<file path="config.mk">
export PLATFORM = sky130hd
export DESIGN_NAME = ide_pio_strobe_gen
export DESIGN_NICKNAME = d
export VERILOG_FILES = /design/src/rtl/ide_pio_pkg.sv /design/src/rtl/ide_timing_regs.sv /design/src/rtl/ide_timing_select.sv /design/src/rtl/ide_phase_seq.sv /design/src/rtl/ide_pio_strobe_gen.sv
export SDC_FILE = /design/constraint.sdc
export NUM_CORES = 1
export LEC_CHECK = 0
export ABC_CLOCK_PERIOD_IN_PS = 3600
export BUFFER_PORTS_ARGS = -buffer_cell sky130_fd_sc_hd__buf_2
export CORE_ASPECT_RATIO = 1.75
export CORE_UTILIZATION = 48
export DETAILED_ROUTE_END_ITERATION = 8
export GPL_TIMING_DRIVEN = 0
export HOLD_SLACK_MARGIN = 0.12
export MAX_ROUTING_LAYER = met4
export PLACE_DENSITY_LB_ADDON = 0.15
export SLEW_MARGIN = 20
export SYNTH_ARGS = -nofsm -noshare
export SYNTH_HDL_FRONTEND = slang
export SYNTH_HIERARCHICAL = 1
export SYNTH_SLANG_ARGS = --single-unit
</file>
<file path="constraint.sdc">
create_clock -name clk -period 3.6 [get_ports clk]
set_input_delay 0.54 -clock clk [delete_from_list [all_inputs] [get_ports clk]]
set_output_delay 0.54 -clock clk [all_outputs]
set_load 0.01 [all_outputs]
</file>
<file path="src/rtl/ide_pio_pkg.sv">
package ide_pio_pkg;

    localparam int CNT_W = 5;
    typedef logic [CNT_W-1:0] cnt_t;

    typedef enum logic [1:0] {
        PH_IDLE,
        PH_SETUP,
        PH_ACTIVE,
        PH_RECOV
    } phase_e;

    typedef struct packed {
        cnt_t setup;
        cnt_t active;
        cnt_t recov;
    } timing_t;

    // register addresses
    localparam int RA_CTRL      = 0;
    localparam int RA_CMD_TIM   = 1;
    localparam int RA_SLOT_BASE = 2;
    localparam int SEC_EN_BIT   = 3;

    function automatic cnt_t setup_clocks(input logic [1:0] code);
        cnt_t v;
        case (code)
            2'b00:   v = cnt_t'(4);
            2'b10:   v = cnt_t'(3);
            2'b01:   v = cnt_t'(2);
            default: v = cnt_t'(5);
        endcase
        return v;
    endfunction

    function automatic cnt_t nib_clocks(input logic [3:0] nib);
        return (nib == 4'd0) ? cnt_t'(16) : cnt_t'(nib);
    endfunction

    function automatic cnt_t active_clocks(input logic [3:0] nib);
        cnt_t v;
        v = nib_clocks(nib);
        return (v < cnt_t'(2)) ? cnt_t'(2) : v;
    endfunction

    function automatic cnt_t recov_clocks(input logic [3:0] nib, input logic late);
        return nib_clocks(nib) + cnt_t'(late);
    endfunction

endpackage

</file>
<file path="src/rtl/ide_timing_regs.sv">
module ide_timing_regs
    import ide_pio_pkg::*;
#(
    parameter int ADDR_W = 4,
    parameter int NSLOT  = 3
) (
    input  logic                  clk,
    input  logic                  rst,
    input  logic                  we,
    input  logic [ADDR_W-1:0]     addr,
    input  logic [7:0]            wdata,
    output logic                  sec_en,
    output logic [7:0]            cmd_tim,
    output logic [NSLOT-1:0][1:0] set_code,
    output logic [NSLOT-1:0][7:0] rw_tim
);

    always_ff @(posedge clk) begin
        if (rst) begin
            sec_en  <= 1'b0;
            cmd_tim <= 8'h00;
        end else if (we) begin
            if (addr == ADDR_W'(RA_CTRL))    sec_en  <= wdata[SEC_EN_BIT];
            if (addr == ADDR_W'(RA_CMD_TIM)) cmd_tim <= wdata;
        end
    end

    for (genvar g = 0; g < NSLOT; g++) begin : g_slot
        localparam int SET_A = RA_SLOT_BASE + 2 * g;
        localparam int TIM_A = SET_A + 1;
        logic [1:0] code_q;
        logic [7:0] tim_q;

        always_ff @(posedge clk) begin
            if (rst) begin
                code_q <= 2'b00;
                tim_q  <= 8'h00;
            end else if (we) begin
                if (addr == ADDR_W'(SET_A)) code_q <= wdata[7:6];
                if (addr == ADDR_W'(TIM_A)) tim_q  <= wdata;
            end
        end

        assign set_code[g] = code_q;
        assign rw_tim[g]   = tim_q;
    end

endmodule

</file>
<file path="src/rtl/ide_timing_select.sv">
module ide_timing_select
    import ide_pio_pkg::*;
#(
    parameter int NSLOT     = 3,
    parameter int REV_W     = 2,
    parameter int LATE_REV  = 1,
    parameter int CMD_SETUP = 5
) (
    input  logic                  chan,
    input  logic                  drive,
    input  logic                  cmd,
    input  logic [REV_W-1:0]      rev,
    input  logic [7:0]            cmd_tim,
    input  logic [NSLOT-1:0][1:0] set_code,
    input  logic [NSLOT-1:0][7:0] rw_tim,
    output timing_t               tim
);

    localparam int SLOT_W = $clog2(NSLOT);
    localparam int SEC_SLOT = NSLOT - 1;

    logic [SLOT_W-1:0] slot;
    logic              late;
    logic [7:0]        tbyte;

    always_comb begin
        slot  = chan ? SLOT_W'(SEC_SLOT) : SLOT_W'(drive);
        late  = (rev > REV_W'(LATE_REV));
        tbyte = cmd ? cmd_tim : rw_tim[slot];
        tim.setup  = cmd ? cnt_t'(CMD_SETUP) : setup_clocks(set_code[slot]);
        tim.active = active_clocks(tbyte[7:4]);
        tim.recov  = recov_clocks(tbyte[3:0], late);
    end

endmodule

</file>
<file path="src/rtl/ide_phase_seq.sv">
module ide_phase_seq
    import ide_pio_pkg::*;
#(
    parameter int NCHAN = 2
) (
    input  logic             clk,
    input  logic             rst,
    input  logic             start,
    input  timing_t          tim,
    input  logic             chan,
    input  logic             wr,
    output logic             busy,
    output logic             done,
    output logic [NCHAN-1:0] dior_n,
    output logic [NCHAN-1:0] diow_n
);

    phase_e  phase;
    cnt_t    cnt;
    timing_t tim_q;
    logic    chan_q;
    logic    wr_q;
    logic    last;

    assign last = (cnt == cnt_t'(0));

    always_ff @(posedge clk) begin
        if (rst) begin
            phase  <= PH_IDLE;
            cnt    <= '0;
            tim_q  <= '0;
            chan_q <= 1'b0;
            wr_q   <= 1'b0;
        end else begin
            case (phase)
                PH_IDLE: if (start) begin
                    phase  <= PH_SETUP;
                    cnt    <= tim.setup - cnt_t'(1);
                    tim_q  <= tim;
                    chan_q <= chan;
                    wr_q   <= wr;
                end
                PH_SETUP: if (last) begin
                    phase <= PH_ACTIVE;
                    cnt   <= tim_q.active - cnt_t'(1);
                end else cnt <= cnt - cnt_t'(1);
                PH_ACTIVE: if (last) begin
                    phase <= PH_RECOV;
                    cnt   <= tim_q.recov - cnt_t'(1);
                end else cnt <= cnt - cnt_t'(1);
                default: if (last) phase <= PH_IDLE;
                         else cnt <= cnt - cnt_t'(1);
            endcase
        end
    end

    assign busy = (phase != PH_IDLE);
    assign done = (phase == PH_RECOV) && last;

    for (genvar c = 0; c < NCHAN; c++) begin : g_chan
        logic hit;
        assign hit       = (phase == PH_ACTIVE) && (chan_q == 1'(c));
        assign dior_n[c] = !(hit && !wr_q);
        assign diow_n[c] = !(hit && wr_q);
    end

endmodule

</file>
<file path="src/rtl/ide_pio_strobe_gen.sv">
module ide_pio_strobe_gen
    import ide_pio_pkg::*;
#(
    parameter int ADDR_W    = 4,
    parameter int REV_W     = 2,
    parameter int LATE_REV  = 1,
    parameter int CMD_SETUP = 5
) (
    input  logic              clk,
    input  logic              rst,
    input  logic              cfg_we,
    input  logic [ADDR_W-1:0] cfg_addr,
    input  logic [7:0]        cfg_wdata,
    input  logic [REV_W-1:0]  rev_id,
    input  logic              req_valid,
    input  logic              req_chan,
    input  logic              req_drive,
    input  logic              req_write,
    input  logic              req_cmd,
    output logic              busy,
    output logic              done,
    output logic [1:0]        dior_n,
    output logic [1:0]        diow_n
);

    localparam int NCHAN = 2;
    localparam int NSLOT = 3;

    logic                  sec_en;
    logic [7:0]            cmd_tim;
    logic [NSLOT-1:0][1:0] set_code;
    logic [NSLOT-1:0][7:0] rw_tim;
    timing_t               tim;
    logic                  accept;

    ide_timing_regs #(.ADDR_W(ADDR_W), .NSLOT(NSLOT)) u_regs (
        .clk      (clk),
        .rst      (rst),
        .we       (cfg_we),
        .addr     (cfg_addr),
        .wdata    (cfg_wdata),
        .sec_en   (sec_en),
        .cmd_tim  (cmd_tim),
        .set_code (set_code),
        .rw_tim   (rw_tim)
    );

    ide_timing_select #(
        .NSLOT(NSLOT), .REV_W(REV_W), .LATE_REV(LATE_REV), .CMD_SETUP(CMD_SETUP)
    ) u_sel (
        .chan     (req_chan),
        .drive    (req_drive),
        .cmd      (req_cmd),
        .rev      (rev_id),
        .cmd_tim  (cmd_tim),
        .set_code (set_code),
        .rw_tim   (rw_tim),
        .tim      (tim)
    );

    assign accept = req_valid && !busy && (!req_chan || sec_en);

    ide_phase_seq #(.NCHAN(NCHAN)) u_seq (
        .clk    (clk),
        .rst    (rst),
        .start  (accept),
        .tim    (tim),
        .chan   (req_chan),
        .wr     (req_write),
        .busy   (busy),
        .done   (done),
        .dior_n (dior_n),
        .diow_n (diow_n)
    );

endmodule

</file>
==> flow_summary.ini, run 1 <==
[sta]
period_needed_ns = 2.99
max_slew_margin_pct = 65.0
finClkSkew_ns = 0.00380
final_max_slew_viol_count = 0
grt_setup_unrepaired = no
tns_ns = 0
worst_slew_pin_slew_ns = 0.526
setup_viol = 0
hold_viol = 0
finalCritPeriodShare_pct = 83.2
max_freq_mhz = 334

[synthesis]
async_reset_ff_share_pct = 0
syn_area_um2 = 3470
yosys_warnings = 6
synth_edf_count = 0
synth.distinct_cells = 57
syn_area_per_cell_um2 = 8.72
synth-main-ff-cell = dfxtp_1
ys_seq_area_share_pct = 33.4
postSynthCellCount = 398
ys_ff_latch = 58

[clock_tree]
cts_buffers = 9
clkLatencyLatePin_ns = 0.32
ctsLongestPathBuffers = 2
clk_pin_slew_ns = 0.05
clock-sinks = 58
cts_setup_buffers = 0
cts_tree = done
cts_hold_buf = 0
root_buffer = clkbuf_16
post_cts_resize_count = 0
cts_max_level = 3

[final_layout]
antenna_cells = 0
drive_gt1_share_pct = 15.5
fin_area_um2 = 4040
nets = 469
fillCellCount = 651
multi_input_area_um2 = 2130
syn_to_final_growth_pct = 16.4
ff_latch_area_um2 = 1160

[routing]
totalWireLength_mm = 7.61
wl_per_cell_um = 14.6
first_pass_iters = 4
ant_nets = 0
drt_iter0_markers = 97
vias = 2812
drc = 0
vias_per_cell = 5.38

[global_route]
grtUsageMet1_pct = 20.5
grt-busiest-layer = met2
use_met3_pct = 4.28
overflow = 0
grt_usage_pct = 22.5
grt_pass1_vias = 2778
grt_max_degree = 11
gr-usage-met2_pct = 42.3
antenna_found_initial = 0
grt_pass1_wl_mm = 12.4

[floorplanning]
start_util_pct = 50.3
die_x_um = 66.3
core_area_um2 = 6910
ios = 28
dieHeight_um = 115
die_area_um2 = 7590
rows = 40

[setup_path]
critPathKind = input pin to flip-flop
endpoint_kind = flip-flop
r2r_slack_ns = 1.15
crit_arrival_ns = 3.21
cp_max_fo = 10
start_kind = input pin
crit_required_ns = 3.81

[job]
max_cap_violations = 0

[place]
placed_cell_area_um2 = 3700
gp_congestion = 0.805
io_buffers = 24
place_hpwl_mm = 5.93

[power_and_ir_drop]
p_per_area_nw_per_um2 = 607
leakagePower_nw = 1.76
p_total_mw = 2.45
irDropWorstVdd_mv = 0.432

[outcome]
status = finished, final reports clean

[min_path]
hold_class = input pin to flip-flop
synthesized netlist by cell type, drive strengths merged (7+ instances only):
cell type,n,area share [%]
nor2,14,1.6
o21ai,11,1.6
nand3,9,1.7
nor3b,8,2.2
nand2,44,4.8
nor2b,11,2.2
xnor2,7,1.8
clkbuf,14,1.5
buf,12,2.1
a21oi,26,3.9
ha,13,4.7
inv,15,1.6
nand2b,49,8.8
nor3,7,1.0
mux2i,51,15
dfxtp,58,33
placed cells by master (no fill, tap or decap), drive strengths merged, types with 2 or more instances in the layout:
master	instances
nor2	14
nand2b	49
nor2b	11
nor3b	8
o21a	2
o21ai	11
a21oi	26
or3	2
conb	2
xor2	5
inv	15
a221oi	2
a21o	2
xnor2	7
a211oi	5
buf	36
o41ai	3
clkbuf	26
or2	2
bufinv	2
mux2i	51
dfxtp	58
nand3	9
and2	2
o211ai	2
nor3	7
nand2	44
nand3b	4
and3b	2
ha	13
kinds of logic (layout without fill, tap and decap cells):
kind of cell	Yosys count	in the layout	share of synthesized area [%]
compound gates	61	61	11.9
xor+xnor	12	12	3.03
fa+ha+maj	13	13	4.68
buf+inv	41	81	5.19
flops	58	58	33.4
mux	52	52	15.0
other cells	1	2	0.108
simple gates	160	160	26.7
flip-flops by register name, summed over array words and instances, names as in the netlist:
signal,cells
u_regs/cmd_tim,8
u_regs/sec_en,1
u_seq/chan_q,1
u_regs/g_slot.tim_q,24
u_regs/g_slot.code_q,6
u_seq/wr_q,1
u_seq/tim_q,10
u_seq/cnt,5
u_seq/phase,2
worst paths after layout:
| kind | from | endpoint | cells past startpoint |
|---|---|---|---|
| max | req_chan | u_seq/cnt[2]$_SDFFE_PP0P_ | 15 |
| min | req_write | u_seq/wr_q$_SDFFE_PP0P_ | 3 |
| max reg2reg | u_regs/g_slot[0].code_q[1]$_SDFFE_PP0P_ | u_seq/cnt[2]$_SDFFE_PP0P_ | 12 |
| min reg2reg | u_seq/tim_q[1]$_SDFFE_PP0P_ | u_seq/tim_q[1]$_SDFFE_PP0P_ | 2 |
critical path, cell delays in order:
cell      delay (ns)
buf_2           0.11
buf_2           0.24
clkbuf_1        0.36
nand2_1         0.09
o21a_1          0.14
ha_1            0.28
or2_2           0.31
inv_1           0.08
inv_1           0.04
ha_1            0.19
xnor2_1         0.15
nor2_1          0.19
a21oi_1         0.07
o21a_1          0.18
o41ai_1         0.25
where the power goes:
group,internal (mW),switching (mW),leakage [nW]
sequential,0.693,0.0465,0.470
combinational,0.325,0.446,1.13
clock,0.660,0.282,0.165
total,1.68,0.774,1.76
stage by stage:
| stage | hold WS (ns) | setup slack (ns) | std cells | util, % |
|---|---|---|---|---|
| 2_1_floorplan | 0.446 | 0.800 | 399 | - |
| 3_3_place_gp | 0.456 | 0.370 | 507 | 53.6 |
| 3_5_place_dp | 0.462 | 0.311 | 507 | 53.6 |
| 4_1_cts | 0.446 | 0.634 | 523 | 58.5 |
| 5_1_grt | 0.473 | 0.435 | 523 | 58.5 |
| 6_report | 0.456 | 0.606 | 523 | 58.5 |
final cells by class:
cell class | count | share of cell area, %
clock buffer | 12 | 6.60
sequential | 58 | 28.7
buffer | 26 | 3.07
multi-input combinational | 300 | 52.8
tap | 84 | 2.60
inverter | 15 | 1.39
clock inverter | 4 | 1.80
timing repair buffer | 24 | 2.97
layer usage:
metal  wire (µm)  part of all wire (%)
met1        2910                    38
met2        4230                    56
met5           0                     0
met4         273                   3.6
met3         191                   2.5
Power figures use the tool's default switching activity.
==> inputs of run 2 (changes only) <==
--- a/config.mk
+++ b/config.mk
@@ -5,7 +5,7 @@
 export SDC_FILE = /design/constraint.sdc
 export NUM_CORES = 1
 export LEC_CHECK = 0
-export ABC_CLOCK_PERIOD_IN_PS = 3600
+export ABC_CLOCK_PERIOD_IN_PS = 2700
 export BUFFER_PORTS_ARGS = -buffer_cell sky130_fd_sc_hd__buf_2
 export CORE_ASPECT_RATIO = 1.75
 export CORE_UTILIZATION = 48
==> constraint.sdc (replaced) <==
create_clock -name clk -period 2.7 [get_ports clk]
set_input_delay 0.405 -clock clk [delete_from_list [all_inputs] [get_ports clk]]
set_output_delay 0.405 -clock clk [all_outputs]
set_load 0.01 [all_outputs]
==> run 2 against run 1 <==
Cell count fell by 0.19%. Power rose by 33%. Largest cell class unchanged. Register-to-register slack got worse by 0.90 ns. Critical endpoint unchanged. Die area did not move. Non-clock buffer count fell by 1. Clock power rose by 33%. Sequential power rose by 33%. Utilization barely moved.
==> flow_summary.ini, run 2 (synthesized netlist as in run 1, its figures left out) <==
[clock_tree]
cts_setup_buffers = 0
clock-sinks = 58
root_buffer = clkbuf_16
cts_tree = done
cts_max_level = 3
cts_buffers = 9
clkLatencyLatePin_ns = 0.32
ctsLongestPathBuffers = 2
cts_hold_buf = 0
clk_pin_slew_ns = 0.05

[routing]
ant_nets = 0
first_pass_iters = 4
drc = 0
vias_per_cell = 5.34
vias = 2785
totalWireLength_mm = 7.55
wl_per_cell_um = 14.5
drt_iter0_markers = 90

[min_path]
hold_class = input pin to flip-flop
worstHoldPathCells = 3

[setup_path]
crit_arrival_ns = 2.78
slowest_stage = or2_2
crit_family = compound AO/OA/AOI/OAI gates
worst-path-buf-inv = 4
reg2reg_depth = 12
endpoint_kind = flip-flop
path_cells = buf_2 -> buf_6 -> mux2i_1 -> o21ai_0 -> ha_1 -> or2_2 -> inv_1 -> inv_1 -> ha_1 -> xnor2_1 -> nor2_1 -> a21oi_1 -> o21a_1 -> o41ai_1
critPathKind = input pin to flip-flop
crit_required_ns = 2.91
start_kind = input pin
r2r_slack_ns = 0.25
cp_max_fo = 10
critPathMaxStageDelay_ns = 0.31
critical_path_cell_count = 14

[global_route]
antenna_found_initial = 0
grt_max_degree = 20
overflow = 0
grt_pass1_wl_mm = 12.4
grt_pass1_vias = 2770
grt_usage_pct = 22.5

[sta]
setup_viol = 0
grt_setup_unrepaired = no
final_max_slew_viol_count = 0
finalCritPeriodShare_pct = 95.0
worst_slew_pin_slew_ns = 0.501
max_freq_mhz = 390
period_needed_ns = 2.56
whs_ns = 0.322
max_slew_margin_pct = 66.6
finClkSkew_ns = 0.00371
worst_slack_ns = 0.135
hold_viol = 0

[final_layout]
antenna_cells = 0
nets = 468
syn_to_final_growth_pct = 16.3
layout_common_cells = dfxtp_1, mux2i_1, nand2b_1
regMostFlops = u_regs/g_slot.tim_q
top_regs = u_regs/g_slot.tim_q x24, u_seq/tim_q x10, u_regs/cmd_tim x8
largest_reg_flops = 24
fin_area_um2 = 4040
layout_commonest_cell = dfxtp_1
drive_gt1_share_pct = 15.5

[power_and_ir_drop]
leakagePower_nw = 1.76
p_per_area_nw_per_um2 = 808
irDropWorstVdd_mv = 0.576

[floorplanning]
ios = 28
die_area_um2 = 7590
dieHeight_um = 115
start_util_pct = 50.3
rows = 40
core_area_um2 = 6910
die_x_um = 66.3

[place]
io_buffers = 24
gp_congestion = 0.805
place_hpwl_mm = 5.93
placed_cell_area_um2 = 3700
place_ws_ns = -0.454

[outcome]
status = finished, final reports clean

[job]
max_cap_violations = 0
## run 2: changes by cell type in the layout (fill, tap and decap cells not counted)
| cell | delta |
|---|---|
| clkbuf_4 | +1 |
| clkbuf_1 | -1 |
| buf_2 | -1 |
## run 2: tightest hold or removal path: stages
cell and delay (ns):
buf_2 0.10, nand2_1 0.04, a21oi_1 0.05
## run 2: layout make-up
cell class,count,area (µm²)
Clock buffer,12,267
Tap cell,84,105
Fill cell,652,2870
Buffer,25,123
Timing Repair Buffer,24,120
Clock inverter,4,72.6
Inverter,15,56.3
Multi-Input combinational cell,300,2130
Sequential cell,58,1160
## run 2: layer usage
| layer | GRT usage (%) | wire length [µm] |
|---|---|---|
| met1 | 20.3 | 2870 |
| met2 | 42.2 | 4240 |
| met3 | 4.28 | 185 |
| met4 | 12.2 | 248 |
| met5 | - | 0 |
## run 2: worst paths after layout
path,startpoint,end
worst max-delay path,req_drive,u_seq/cnt[2]$_SDFFE_PP0P_
worst min-delay path,req_write,u_seq/wr_q$_SDFFE_PP0P_
worst max register to register,u_regs/g_slot[0].code_q[1]$_SDFFE_PP0P_,u_seq/cnt[2]$_SDFFE_PP0P_
worst min register to register,u_seq/tim_q[1]$_SDFFE_PP0P_,u_seq/tim_q[1]$_SDFFE_PP0P_
## run 2: metrics by stage
stage | TNS (ns) | utilization (%) | std cells | power [mW]
after CTS | 0 | 58.4 | 522 | 3.30
after global routing | 0 | 58.5 | 522 | 3.44
after detailed placement | -1.09 | 53.6 | 507 | 2.02
after global placement | -0.956 | 53.6 | 507 | 2.00
after floorplan | 0 | - | 399 | 1.78
final | 0 | 58.5 | 522 | 3.26
## run 2: what timing repair did
action                                  CTS  global route
pin swaps                                 0             0
cloned                                    0             0
gates resized for setup                   0             1
hold endpoints to repair                  0             0
endpoints found under the setup margin    2             1
## run 2: where the power goes
group / switching, mW / leakage [nW] / internal (mW)
Combinational: 0.591 / 1.13 / 0.434
Clock: 0.375 / 0.165 / 0.880
Sequential: 0.0617 / 0.470 / 0.924
Total: 1.03 / 1.76 / 2.24
==> inputs of run 3 (changes only) <==
--- a/config.mk
+++ b/config.mk
@@ -5,6 +5,7 @@
 export SDC_FILE = /design/constraint.sdc
 export NUM_CORES = 1
 export LEC_CHECK = 0
+export ABC_AREA = 1
 export ABC_CLOCK_PERIOD_IN_PS = 2700
 export BUFFER_PORTS_ARGS = -buffer_cell sky130_fd_sc_hd__buf_2
 export CORE_ASPECT_RATIO = 1.75
==> run 3 against run 2 <==
Hold slack worse by 0.0035 ns. Critical path depth is 1 higher. Routed wire length grew 14%. Sequential share of layout area grew 0.071 points. Flip-flop and latch count is the same. Utilization is 0.56 points lower. Synthesized cell count is 42% higher. Via count grew 24%. Critical path type unchanged. Largest cell class unchanged.
==> flow_summary.ini, run 3 <==
[setup_path]
reg2reg_depth = 13
cp_max_fo = 10
r2r_slack_ns = 0.48
path_cells = buf_2 -> inv_2 -> buf_6 -> nand3_1 -> o21ai_0 -> ha_1 -> nor2_1 -> inv_1 -> ha_1 -> or2_2 -> nand3_1 -> nand2_1 -> nand3b_1 -> nand2_1 -> a21oi_1
crit_required_ns = 2.91
critPathKind = input pin to flip-flop
worst-path-buf-inv = 4
start_kind = input pin
crit_arrival_ns = 2.62
slowest_stage = ha_1
rr_startpoint = u_regs/g_slot[1].code_q[0]$_SDFFE_PP0P_
r2r_end = u_seq/cnt[2]$_SDFFE_PP0P_
crit_family = simple AND/OR/NAND/NOR gates
critPathMaxStageDelay_ns = 0.32
endpoint_kind = flip-flop

[clock_tree]
ctsLongestPathBuffers = 2
cts_buffers = 9
clk_pin_slew_ns = 0.05
clock-sinks = 58
cts_tree = done
clkLatencyLatePin_ns = 0.32
post_cts_resize_count = 0
cts_setup_buffers = 0
cts_hold_buf = 0
root_buffer = clkbuf_16
cts_max_level = 3

[final_layout]
layout_commonest_cell = nand2_1
top_regs = u_regs/g_slot.tim_q x24, u_seq/tim_q x10, u_regs/cmd_tim x8
syn_to_final_growth_pct = 15.2
regMostFlops = u_regs/g_slot.tim_q
drive_gt1_share_pct = 11.7
nets = 638
antenna_cells = 0
fin_area_um2 = 4030
largest_reg_flops = 24
layout_common_cells = nand2_1, nor2_1, inv_1
fin_util_pct = 57.9

[synthesis]
ys_ff_latch = 58
yosys_warnings = 6
synth_adder_area_share_pct = 4.65
yosys.area.top_type = dfxtp_1
synth_common_cells = nand2_1, nor2_1, inv_1, dfxtp_1, nand3_1
synth-main-ff-cell = dfxtp_1
synth_edf_count = 0
yosysTopAreaCellShare_pct = 33.2
muxShareOfSynthArea_pct = 0
yosys-top-cells-area = dfxtp_1, nand2_1, nor2_1
synthSimpleGateAreaFrac_pct = 41.7
synth.distinct_cells = 36
synth_top_family_by_area = simple AND/OR/NAND/NOR gates
synth_xor_area_share_pct = 1.00
syn_area_um2 = 3500
async_reset_ff_share_pct = 0
synth_most_common_cell = nand2_1
syn_area_per_cell_um2 = 6.18
ys_seq_area_share_pct = 33.2
synth_compound_area_share_pct = 9.06
postSynthCellCount = 566

[sta]
max_slew_margin_pct = 62.7
hold_viol = 0
max_freq_mhz = 415
finalCritPeriodShare_pct = 89.2
setup_viol = 0
period_needed_ns = 2.41
worst_slew_pin_slew_ns = 0.559
final_max_slew_viol_count = 0
grt_setup_unrepaired = no
finClkSkew_ns = 0.00601

[min_path]
worstHoldPathCells = 3
holdPathEnd = u_regs/g_slot[0].tim_q[2]$_SDFFE_PP0P_
hold_class = input pin to flip-flop
hp-start = cfg_wdata[2]

[power_and_ir_drop]
leakagePower_nw = 1.94
irDropWorstVdd_mv = 0.418
p_per_area_nw_per_um2 = 778

[job]
max_cap_violations = 0

[global_route]
grt_max_degree = 11
grt_usage_pct = 25.7
grt_pass1_wl_mm = 14.2
overflow = 0
grt_pass1_vias = 3240
antenna_found_initial = 0

[routing]
wl_per_cell_um = 12.5
vias_per_cell = 4.98
vias = 3448
first_pass_iters = 5
drt_iter0_markers = 155
totalWireLength_mm = 8.64
drc = 0
ant_nets = 0

[place]
io_buffers = 25
place_hpwl_mm = 6.67
placed_cell_area_um2 = 3730
gp_congestion = 0.905

[floorplanning]
core_area_um2 = 6960
die_area_um2 = 7640
die_x_um = 66.5
dieHeight_um = 115
start_util_pct = 50.3
ios = 28
rows = 40

[outcome]
status = finished, final reports clean
run 3: worst max-delay path by stage:
stage          slack, ns      start  cells past startpoint                         to
2_1_floorplan       0.50  req_drive                     14  u_seq/cnt[2]$_SDFFE_PP0P_
3_3_place_gp       -0.03   req_chan                     15  u_seq/cnt[2]$_SDFFE_PP0P_
3_5_place_dp       -0.06   req_chan                     14  u_seq/cnt[2]$_SDFFE_PP0P_
4_1_cts             0.27   req_chan                     15  u_seq/cnt[2]$_SDFFE_PP0P_
5_1_grt             0.06   req_chan                     15  u_seq/cnt[2]$_SDFFE_PP0P_
6_report            0.29   req_chan                     15  u_seq/cnt[2]$_SDFFE_PP0P_
run 3: cells by family (layout without fill, tap and decap cells):
family / after synthesis / after routing
buffers and inverters: 86 / 127
xor gates and xnor gates: 4 / 4
AOI/OAI and AO/OA: 55 / 55
other: 1 / 2
adders and majority gates: 13 / 13
DFF: 58 / 58
and+or+nand+nor: 349 / 349
run 3: worst min-delay path, delay by kind of cell:
family | cells | cell delay [ns]
buffers and inverters | 1 | 0.08
AND/OR/NAND/NOR | 2 | 0.12
run 3: layer usage:
metal | track usage [%] | part of all wire [%] | vias up
met5 | - | 0 | -
met4 | 12.6 | 3.4 | 0
met3 | 6.05 | 4.1 | 25
met2 | 47.7 | 55 | 90
met1 | 23.8 | 38 | 1509
li1 | - | - | 1824
run 3: layout make-up:
| type | count | area [µm²] |
|---|---|---|
| fill | 718 | 2930 |
| multi-input combinational | 423 | 1980 |
| sequential | 58 | 1160 |
| clock buffer | 14 | 264 |
| inverter | 68 | 258 |
| timing repair buffer | 25 | 125 |
| tap | 84 | 105 |
| buffer | 18 | 101 |
| clock inverter | 2 | 35.0 |
run 3: power by group:
part | internal [mW] | switching [mW] | total [mW] | leakage (nW)
Clock | 0.763 | 0.376 | 1.14 | 0.147
Sequential | 0.947 | 0.0673 | 1.01 | 0.471
Combinational | 0.347 | 0.634 | 0.981 | 1.32
Total | 2.06 | 1.08 | 3.13 | 1.94
run 3: through the flow:
| step | setup TNS [ns] | instances | setup WS (ns) | total power, mW | hold slack, ns |
|---|---|---|---|---|---|
| CTS | 0 | 692 | 0.274 | 3.17 | 0.307 |
| global route | 0 | 692 | 0.0646 | 3.36 | 0.317 |
| detailed placement | -0.0624 | 676 | -0.0624 | 2.00 | 0.461 |
| floorplan | 0 | 567 | 0.505 | 1.77 | 0.443 |
| global placement | -0.0260 | 676 | -0.0260 | 1.98 | 0.461 |
| finish | 0 | 692 | 0.291 | 3.13 | 0.318 |
